===== config.mk =====
export PLATFORM = sky130hd
export DESIGN_NAME = twm_target
export DESIGN_NICKNAME = d
export VERILOG_FILES = /design/src/rtl/twm_pkg.sv /design/src/rtl/twm_bus_sync.sv /design/src/rtl/twm_addr_ctr.sv /design/src/rtl/twm_mem.sv /design/src/rtl/twm_target.sv
export SDC_FILE = /design/constraint.sdc
export NUM_CORES = 2
export LEC_CHECK = 0
export ABC_CLOCK_PERIOD_IN_PS = 5200
export BUFFER_PORTS_ARGS = -buffer_cell sky130_fd_sc_hd__clkbuf_2
export CAP_MARGIN = 20
export CORE_ASPECT_RATIO = 0.75
export CORE_MARGIN = 2
export CORE_UTILIZATION = 55
export DETAILED_ROUTE_END_ITERATION = 10
export GPL_TIMING_DRIVEN = 0
export PLACE_DENSITY = 0.68
export SLEW_MARGIN = 20
export SYNTH_ARGS = -nofsm -noshare
export SYNTH_HDL_FRONTEND = slang
export SYNTH_SLANG_ARGS = --single-unit

===== constraint.sdc =====
create_clock -name clk -period 5.2 [get_ports clk]
set_input_delay 0.52 -clock clk [delete_from_list [all_inputs] [get_ports clk]]
set_output_delay 0.52 -clock clk [all_outputs]
set_load 0.05 [all_outputs]

===== src/rtl/twm_pkg.sv =====
package twm_pkg;

  typedef enum logic [2:0] {
    ST_IDLE,
    ST_DEV,
    ST_ADDR,
    ST_WDATA,
    ST_ACK,
    ST_RDATA,
    ST_RACK,
    ST_SKIP
  } twm_state_e;

  // Address that follows cur: the end of a page steps into the next page,
  // and the end of the array wraps to zero.
  function automatic int unsigned next_addr(int unsigned cur, int unsigned page,
                                            int unsigned depth);
    int unsigned off;
    int unsigned nxt;
    off = cur % page;
    if (off == page - 1) nxt = (cur - off) + page;
    else                 nxt = cur + 1;
    if (nxt >= depth) nxt = 0;
    return nxt;
  endfunction

endpackage


===== src/rtl/twm_bus_sync.sv =====
module twm_bus_sync #(
  parameter int unsigned STAGES = 2
) (
  input  logic clk,
  input  logic rst_n,
  input  logic scl_i,
  input  logic sda_i,
  output logic scl_s,
  output logic sda_s,
  output logic scl_rise,
  output logic scl_fall,
  output logic start_ev,
  output logic stop_ev
);
  logic [STAGES-1:0] scl_p, sda_p;
  logic scl_d, sda_d;

  always_ff @(posedge clk or negedge rst_n) begin
    if (!rst_n) begin
      scl_p <= '1;
      sda_p <= '1;
      scl_d <= 1'b1;
      sda_d <= 1'b1;
    end else begin
      scl_p <= {scl_p[STAGES-2:0], scl_i};
      sda_p <= {sda_p[STAGES-2:0], sda_i};
      scl_d <= scl_p[STAGES-1];
      sda_d <= sda_p[STAGES-1];
    end
  end

  assign scl_s    = scl_p[STAGES-1];
  assign sda_s    = sda_p[STAGES-1];
  assign scl_rise = scl_s & ~scl_d;
  assign scl_fall = ~scl_s & scl_d;
  assign start_ev = scl_s & scl_d & sda_d & ~sda_s;
  assign stop_ev  = scl_s & scl_d & ~sda_d & sda_s;
endmodule


===== src/rtl/twm_addr_ctr.sv =====
module twm_addr_ctr #(
  parameter int unsigned MEM_DEPTH  = 256,
  parameter int unsigned PAGE_BYTES = 16,
  localparam int unsigned AW = $clog2(MEM_DEPTH)
) (
  input  logic          clk,
  input  logic          rst_n,
  input  logic          clr,
  input  logic          load,
  input  logic [AW-1:0] load_val,
  input  logic          step,
  output logic [AW-1:0] ctr
);
  logic [AW-1:0] ctr_next;
  assign ctr_next = AW'(twm_pkg::next_addr(32'(ctr), PAGE_BYTES, MEM_DEPTH));

  always_ff @(posedge clk or negedge rst_n) begin
    if (!rst_n)    ctr <= '0;
    else if (clr)  ctr <= '0;
    else if (load) ctr <= load_val;
    else if (step) ctr <= ctr_next;
  end

  // a raised enable leaves the counter at zero
  p_clear_r9: assert property (@(posedge clk) disable iff (!rst_n)
    clr |=> (ctr == '0));

  // a finished data byte moves the counter to the following address
  p_step_r5: assert property (@(posedge clk) disable iff (!rst_n)
    (step && !clr && !load) |=> (32'(ctr) ==
      twm_pkg::next_addr(32'($past(ctr)), PAGE_BYTES, MEM_DEPTH)));
endmodule


===== src/rtl/twm_mem.sv =====
module twm_mem #(
  parameter int unsigned MEM_DEPTH = 256,
  localparam int unsigned AW = $clog2(MEM_DEPTH)
) (
  input  logic          clk,
  input  logic          rst_n,
  input  logic          we,
  input  logic [AW-1:0] waddr,
  input  logic [7:0]    wdata,
  input  logic [AW-1:0] raddr,
  output logic [7:0]    rdata
);
  logic [7:0] arr [MEM_DEPTH];

  always_ff @(posedge clk or negedge rst_n) begin
    if (!rst_n) begin
      for (int i = 0; i < int'(MEM_DEPTH); i++) arr[i] <= '0;
    end else if (we) begin
      arr[waddr] <= wdata;
    end
  end

  assign rdata = arr[raddr];
endmodule


===== src/rtl/twm_target.sv =====
module twm_target #(
  parameter logic [6:0]  DEV_ID      = 7'h50,
  parameter int unsigned MEM_DEPTH   = 256,
  parameter int unsigned PAGE_BYTES  = 16,
  parameter int unsigned SYNC_STAGES = 2
) (
  input  logic clk,
  input  logic rst_n,
  input  logic ser_en_n,
  input  logic scl_i,
  input  logic sda_i,
  output logic sda_oe
);
  import twm_pkg::*;

  localparam int unsigned AW        = $clog2(MEM_DEPTH);
  localparam int unsigned BYTE_BITS = 8;
  localparam int unsigned CW        = $clog2(BYTE_BITS + 1);
  localparam int unsigned ADDR_BYTES = 3;

  logic scl_s, sda_s, scl_rise, scl_fall, start_ev, stop_ev;

  twm_bus_sync #(.STAGES(SYNC_STAGES)) u_sync (
    .clk, .rst_n, .scl_i, .sda_i,
    .scl_s, .sda_s, .scl_rise, .scl_fall, .start_ev, .stop_ev
  );

  twm_state_e    state, after_ack;
  logic [CW-1:0] bitcnt;
  logic [7:0]    shreg;
  logic [1:0]    abyte;
  logic [AW-1:0] addr_acc;
  logic [AW-1:0] ctr;
  logic [7:0]    rd_byte;

  // Named internal events, shared by the datapath and the assertions
  logic live, byte_end, dev_hit, dev_miss, addr_last, wr_commit, rd_done, nack_seen;
  assign live      = !ser_en_n && !start_ev && !stop_ev;
  assign byte_end  = live && scl_fall && (bitcnt == CW'(BYTE_BITS));
  assign dev_hit   = byte_end && (state == ST_DEV) && (shreg[7:1] == DEV_ID);
  assign dev_miss  = byte_end && (state == ST_DEV) && (shreg[7:1] != DEV_ID);
  assign addr_last = byte_end && (state == ST_ADDR) && (abyte == 2'(ADDR_BYTES - 1));
  assign wr_commit = byte_end && (state == ST_WDATA);
  assign rd_done   = byte_end && (state == ST_RDATA);
  assign nack_seen = live && (state == ST_RACK) && scl_rise && sda_s;

  twm_addr_ctr #(.MEM_DEPTH(MEM_DEPTH), .PAGE_BYTES(PAGE_BYTES)) u_ctr (
    .clk, .rst_n,
    .clr      (ser_en_n),
    .load     (addr_last),
    .load_val (AW'({addr_acc, shreg})),
    .step     (wr_commit || rd_done),
    .ctr
  );

  twm_mem #(.MEM_DEPTH(MEM_DEPTH)) u_mem (
    .clk, .rst_n,
    .we    (wr_commit),
    .waddr (ctr),
    .wdata (shreg),
    .raddr (ctr),
    .rdata (rd_byte)
  );

  always_ff @(posedge clk or negedge rst_n) begin
    if (!rst_n) begin
      state     <= ST_IDLE;
      after_ack <= ST_IDLE;
      bitcnt    <= '0;
      shreg     <= '0;
      abyte     <= '0;
      addr_acc  <= '0;
      sda_oe    <= 1'b0;
    end else if (ser_en_n) begin
      state  <= ST_IDLE;
      sda_oe <= 1'b0;
    end else if (start_ev) begin
      state  <= ST_DEV;
      bitcnt <= '0;
      sda_oe <= 1'b0;
    end else if (stop_ev) begin
      state  <= ST_IDLE;
      sda_oe <= 1'b0;
    end else begin
      case (state)
        ST_DEV, ST_ADDR, ST_WDATA: begin
          if (scl_rise && bitcnt != CW'(BYTE_BITS)) begin
            shreg  <= {shreg[6:0], sda_s};
            bitcnt <= bitcnt + 1'b1;
          end else if (byte_end) begin
            bitcnt <= '0;
            if (state == ST_DEV) begin
              if (dev_hit) begin
                sda_oe    <= 1'b1;
                state     <= ST_ACK;
                after_ack <= shreg[0] ? ST_RDATA : ST_ADDR;
                abyte     <= '0;
              end else begin
                state <= ST_SKIP;
              end
            end else if (state == ST_ADDR) begin
              addr_acc  <= AW'({addr_acc, shreg});
              abyte     <= abyte + 1'b1;
              sda_oe    <= 1'b1;
              state     <= ST_ACK;
              after_ack <= addr_last ? ST_WDATA : ST_ADDR;
            end else begin
              sda_oe    <= 1'b1;
              state     <= ST_ACK;
              after_ack <= ST_WDATA;
            end
          end
        end
        ST_ACK: begin
          if (scl_fall) begin
            bitcnt <= '0;
            state  <= after_ack;
            if (after_ack == ST_RDATA) begin
              shreg  <= rd_byte;
              sda_oe <= ~rd_byte[7];
            end else begin
              sda_oe <= 1'b0;
            end
          end
        end
        ST_RDATA: begin
          if (scl_rise) begin
            bitcnt <= bitcnt + 1'b1;
          end else if (rd_done) begin
            sda_oe <= 1'b0;
            bitcnt <= '0;
            state  <= ST_RACK;
          end else if (scl_fall) begin
            shreg  <= {shreg[6:0], 1'b0};
            sda_oe <= ~shreg[6];
          end
        end
        ST_RACK: begin
          if (nack_seen) begin
            state <= ST_SKIP;
          end else if (scl_rise) begin
            bitcnt <= CW'(1);
          end else if (scl_fall && bitcnt == CW'(1)) begin
            bitcnt <= '0;
            shreg  <= rd_byte;
            sda_oe <= ~rd_byte[7];
            state  <= ST_RDATA;
          end
        end
        default: ;
      endcase
    end
  end

  // the drive never changes across a high clock phase
  p_sda_hold_r10: assert property (@(posedge clk) disable iff (!rst_n)
    (scl_s && $past(scl_s) && !ser_en_n && $past(!ser_en_n)) |-> $stable(sda_oe));

  // a matching identity is acknowledged
  p_ack_hit_r2: assert property (@(posedge clk) disable iff (!rst_n)
    dev_hit |=> sda_oe);

  // a foreign identity is left unacknowledged and the bus is skipped
  p_no_ack_miss_r3: assert property (@(posedge clk) disable iff (!rst_n)
    dev_miss |=> (!sda_oe && state == ST_SKIP));

  // while skipping, the data line is never pulled
  p_skip_quiet_r3: assert property (@(posedge clk) disable iff (!rst_n)
    (state == ST_SKIP) |-> !sda_oe);

  // a not-acknowledge leaves SDA released
  p_release_nack_r8: assert property (@(posedge clk) disable iff (!rst_n)
    nack_seen |=> !sda_oe);
endmodule


==> results.yml <==
run_status:
  status: "finished with violations"
  violations: "negative setup slack"
placed_design:
  place_area_sq_mm: 0.102
  port_buffers: 5
  dp_hpwl_microns: 312000
  finalWeightedCongestion: 1.04
cells_and_area:
  final_cell_area_sq_mm: 0.109
  n_fill_cell: 13089
  multiInputGateArea_sq_mm: 0.0428
  regArea_sq_mm: 0.0521
  area_delta_synth_final_pct: 12.7
  layout.nets: 6466
  drive_gt1_share_pct: 33.9
critical_path:
  crit_buf_inv: 5
  cp_top_family: "buffers and inverters"
  cp_slowest_cell: "buf_2"
  end_kind: "flip-flop"
  critPathMaxFanout: 10
  cp_common_cell: "buf_2"
  cp_data_required_time_ns: 5.89
  worstPathArrival_ns: 6.15
  crit_chain: "buf_4 -> buf_2 -> buf_2 -> clkbuf_2 -> buf_16 -> mux4_2 -> a22oi_1 -> o211ai_1 -> o2111ai_1 -> o21ai_1 -> a2111oi_4 -> o221ai_1"
  startpoint_type: "flip-flop"
  worst-setup-path-type: "reg -> reg"
  rrSetupSlack_ns: -0.26
  cp_slowest_stage_delay_ns: 0.84
synth:
  synthFlopType: "dfrtp_1"
  synth_edf_count: 0
  netlist_area_sq_mm: 0.0969
  syn_avg_cell_area_sq_um: 15.7
  synth_seq_cells: 2083
  synth_warnings: 0
  yosysSeqAreaShare_pct: 53.8
  synthArstFlopShare_pct: 100
  yosysUniqueCellTypes: 83
  synth_cells: 6152
timing:
  hold_slack_ns: 0.0833
  clock.fmax_mhz: 183
  slew_headroom_pct: 6.43
  finClkSkew_ns: 0.0503
  setup_viol: 248
  worst_slack_ns: -0.255
  worst_pin_slew_ns: 1.40
  drv_slew: 0
  fin_crit_sh_pct: 105
  fin_tns_setup_ns: -24.59
  rsz0062_at_grt: "false"
  finalCriticalPeriod_ns: 5.46
  hold_violations: 0
route:
  route.met2.wl_microns: 169000
  routedWlPerCell_microns: 48.8
  met1_length_microns: 168000
  vias: 65928
  route.detailed.drc: 0
  routed_wl_microns: 440000
  ant_nets: 0
  highest_layer: "met5"
  drt_iter0_drc: 10157
  routed_via_density: 7.31
  drtPass1Iterations: 5
  wl_met3_microns: 70200
clock_network:
  h-tree-depth: 4
  clkTransAtPathRegs_ns: 0.06
  clk_latency_ns: 0.89
  clock_path_buffers: 3
  cts_buffers: 202
  root_buffer: "clkbuf_16"
  clock-sinks: 2083
  cts_tree: "yes"
die:
  dieHeight_microns: 367
  io_pins: 6
  initial_core_util_pct: 55.3
  die_w_microns: 489
  fp.coreArea_sq_mm: 0.175
  rows: 133
  die_area_sq_mm: 0.180
grt:
  grt_usage_pct: 49.5
  grt.overflow.total: 0
  grt_pass1_vias: 63064
  grt_pass1_wl_microns: 584000
  antenna_found_initial: 81
  grt_max_degree: 93
power_and_ir_drop:
  power.density_mw_per_mm2: 342
  p_leak_nw: 51.8
  vdd_drop_max_uv: 303
worst_hold_path:
  hp-class: "in -> reg"
job:
  maxCapViolations: 0
-- path summary, 6_finish.rpt --
path	from	cells after the start	endpoint
hold reg to reg	u_sync.sda_p[0]	0	u_sync.sda_p[1]
setup reg to reg	u_ctr.ctr[1]	12	shreg[0]
min in group asynchronous	rst_n	2	u_mem.arr[145]
max in group asynchronous	rst_n	8	u_mem.arr[579]
hold / removal	ser_en_n	3	state[1]
setup / recovery	u_ctr.ctr[1]	12	shreg[0]
-- tightest hold or removal path, cell delays in order --
cell and delay [ns]:
clkbuf_2 0.12, a31o_2 0.18, a211oi_1 0.06
-- placed cells by master, fill, tap and decap left out, types with 55 or more instances in the layout --
cell       count
mux2_2       779
nand2_1      101
nor2_1        57
mux2_1      1280
clkbuf_1     306
nor2_2       101
clkbuf_16    206
clkbuf_2      55
mux4_2       524
mux2i_1      111
dfrtp_1     2077
buf_4         74
nor2_4       160
-- routing by layer --
| layer | up-vias | track usage [%] |
|---|---|---|
| met4 | 56 | 29.0 |
| met3 | 1234 | 27.7 |
| met5 | - | 1.64 |
| met1 | 35765 | 66.3 |
| li1 | 23754 | - |
| met2 | 5119 | 62.0 |
-- flip-flops by register name (all words and copies together), names as in the netlist --
signal	count
u_mem.arr	2048
shreg	8
u_ctr.ctr	8
bitcnt	4
after_ack	3
state	3
abyte	2
u_sync.scl_p	2
u_sync.sda_p	2
sda_oe	1
u_sync.scl_d	1
u_sync.sda_d	1
-- layout make-up --
| class | instances | share of cell area, % |
|---|---|---|
| diodes | 45 | 0.103 |
| plain buffers | 461 | 2.23 |
| clock buffers | 315 | 5.58 |
| clock inverters | 53 | 0.575 |
| inverters | 17 | 0.0653 |
| multi-input cells | 3592 | 39.2 |
| flip-flops and latches | 2083 | 47.8 |
| well taps | 2362 | 2.71 |
| repair buffers | 86 | 1.74 |
-- metrics by stage --
step	setup slack [ns]	std cells	total power [mW]	util (%)
2_1_floorplan	1.56	6155	18.5	-
3_3_place_gp	-48.14	8522	21.9	57.0
3_5_place_dp	-1.60	8592	22.0	58.1
4_1_cts	0.000210	8966	36.9	62.2
5_1_grt	0.00411	8971	37.9	62.3
6_report	-0.255	9014	37.4	62.4
-- cell usage after synthesis (39+ instances only) --
master	instances	area, sq um
mux4_2	524	11800
a22oi_1	39	293
o21ai_0	43	215
clkbuf_1	305	1140
nand2_1	109	409
a21oi_1	39	195
buf_4	42	315
mux2i_1	112	1120
nor2_2	96	601
nor2_4	160	1800
mux2_1	1280	14400
mux2_2	779	8770
buf_2	90	450
nor2_1	62	233
dfrtp_1	2077	52000
-- power breakdown --
part	leakage, nW	switching, mW	internal (mW)
Sequential	29.1	0.0204	16.2
Combinational	19.4	5.19	0.620
Clock	3.29	6.83	8.46
-- repair_timing --
action	CTS	global route
hold buffers	3	0
buffers inserted	4	2
setup endpoints to repair	1308	108
hold endpoints to repair	106	0
pin swaps	2	1
resized for setup	101	38
-- cell families after synthesis --
logic type,count (synthesis),share of synthesized area (%)
xor gates and xnor gates,5,0.0452
muxes,2695,37.3
buffers and inverters,480,2.24
other,1,0.00387
DFF,2083,53.8
and+or+nand+nor,545,3.95
AOI/OAI and AO/OA,325,2.43
adders and majority gates,18,0.233
No activity file was read; power rests on OpenSTA's default activity.
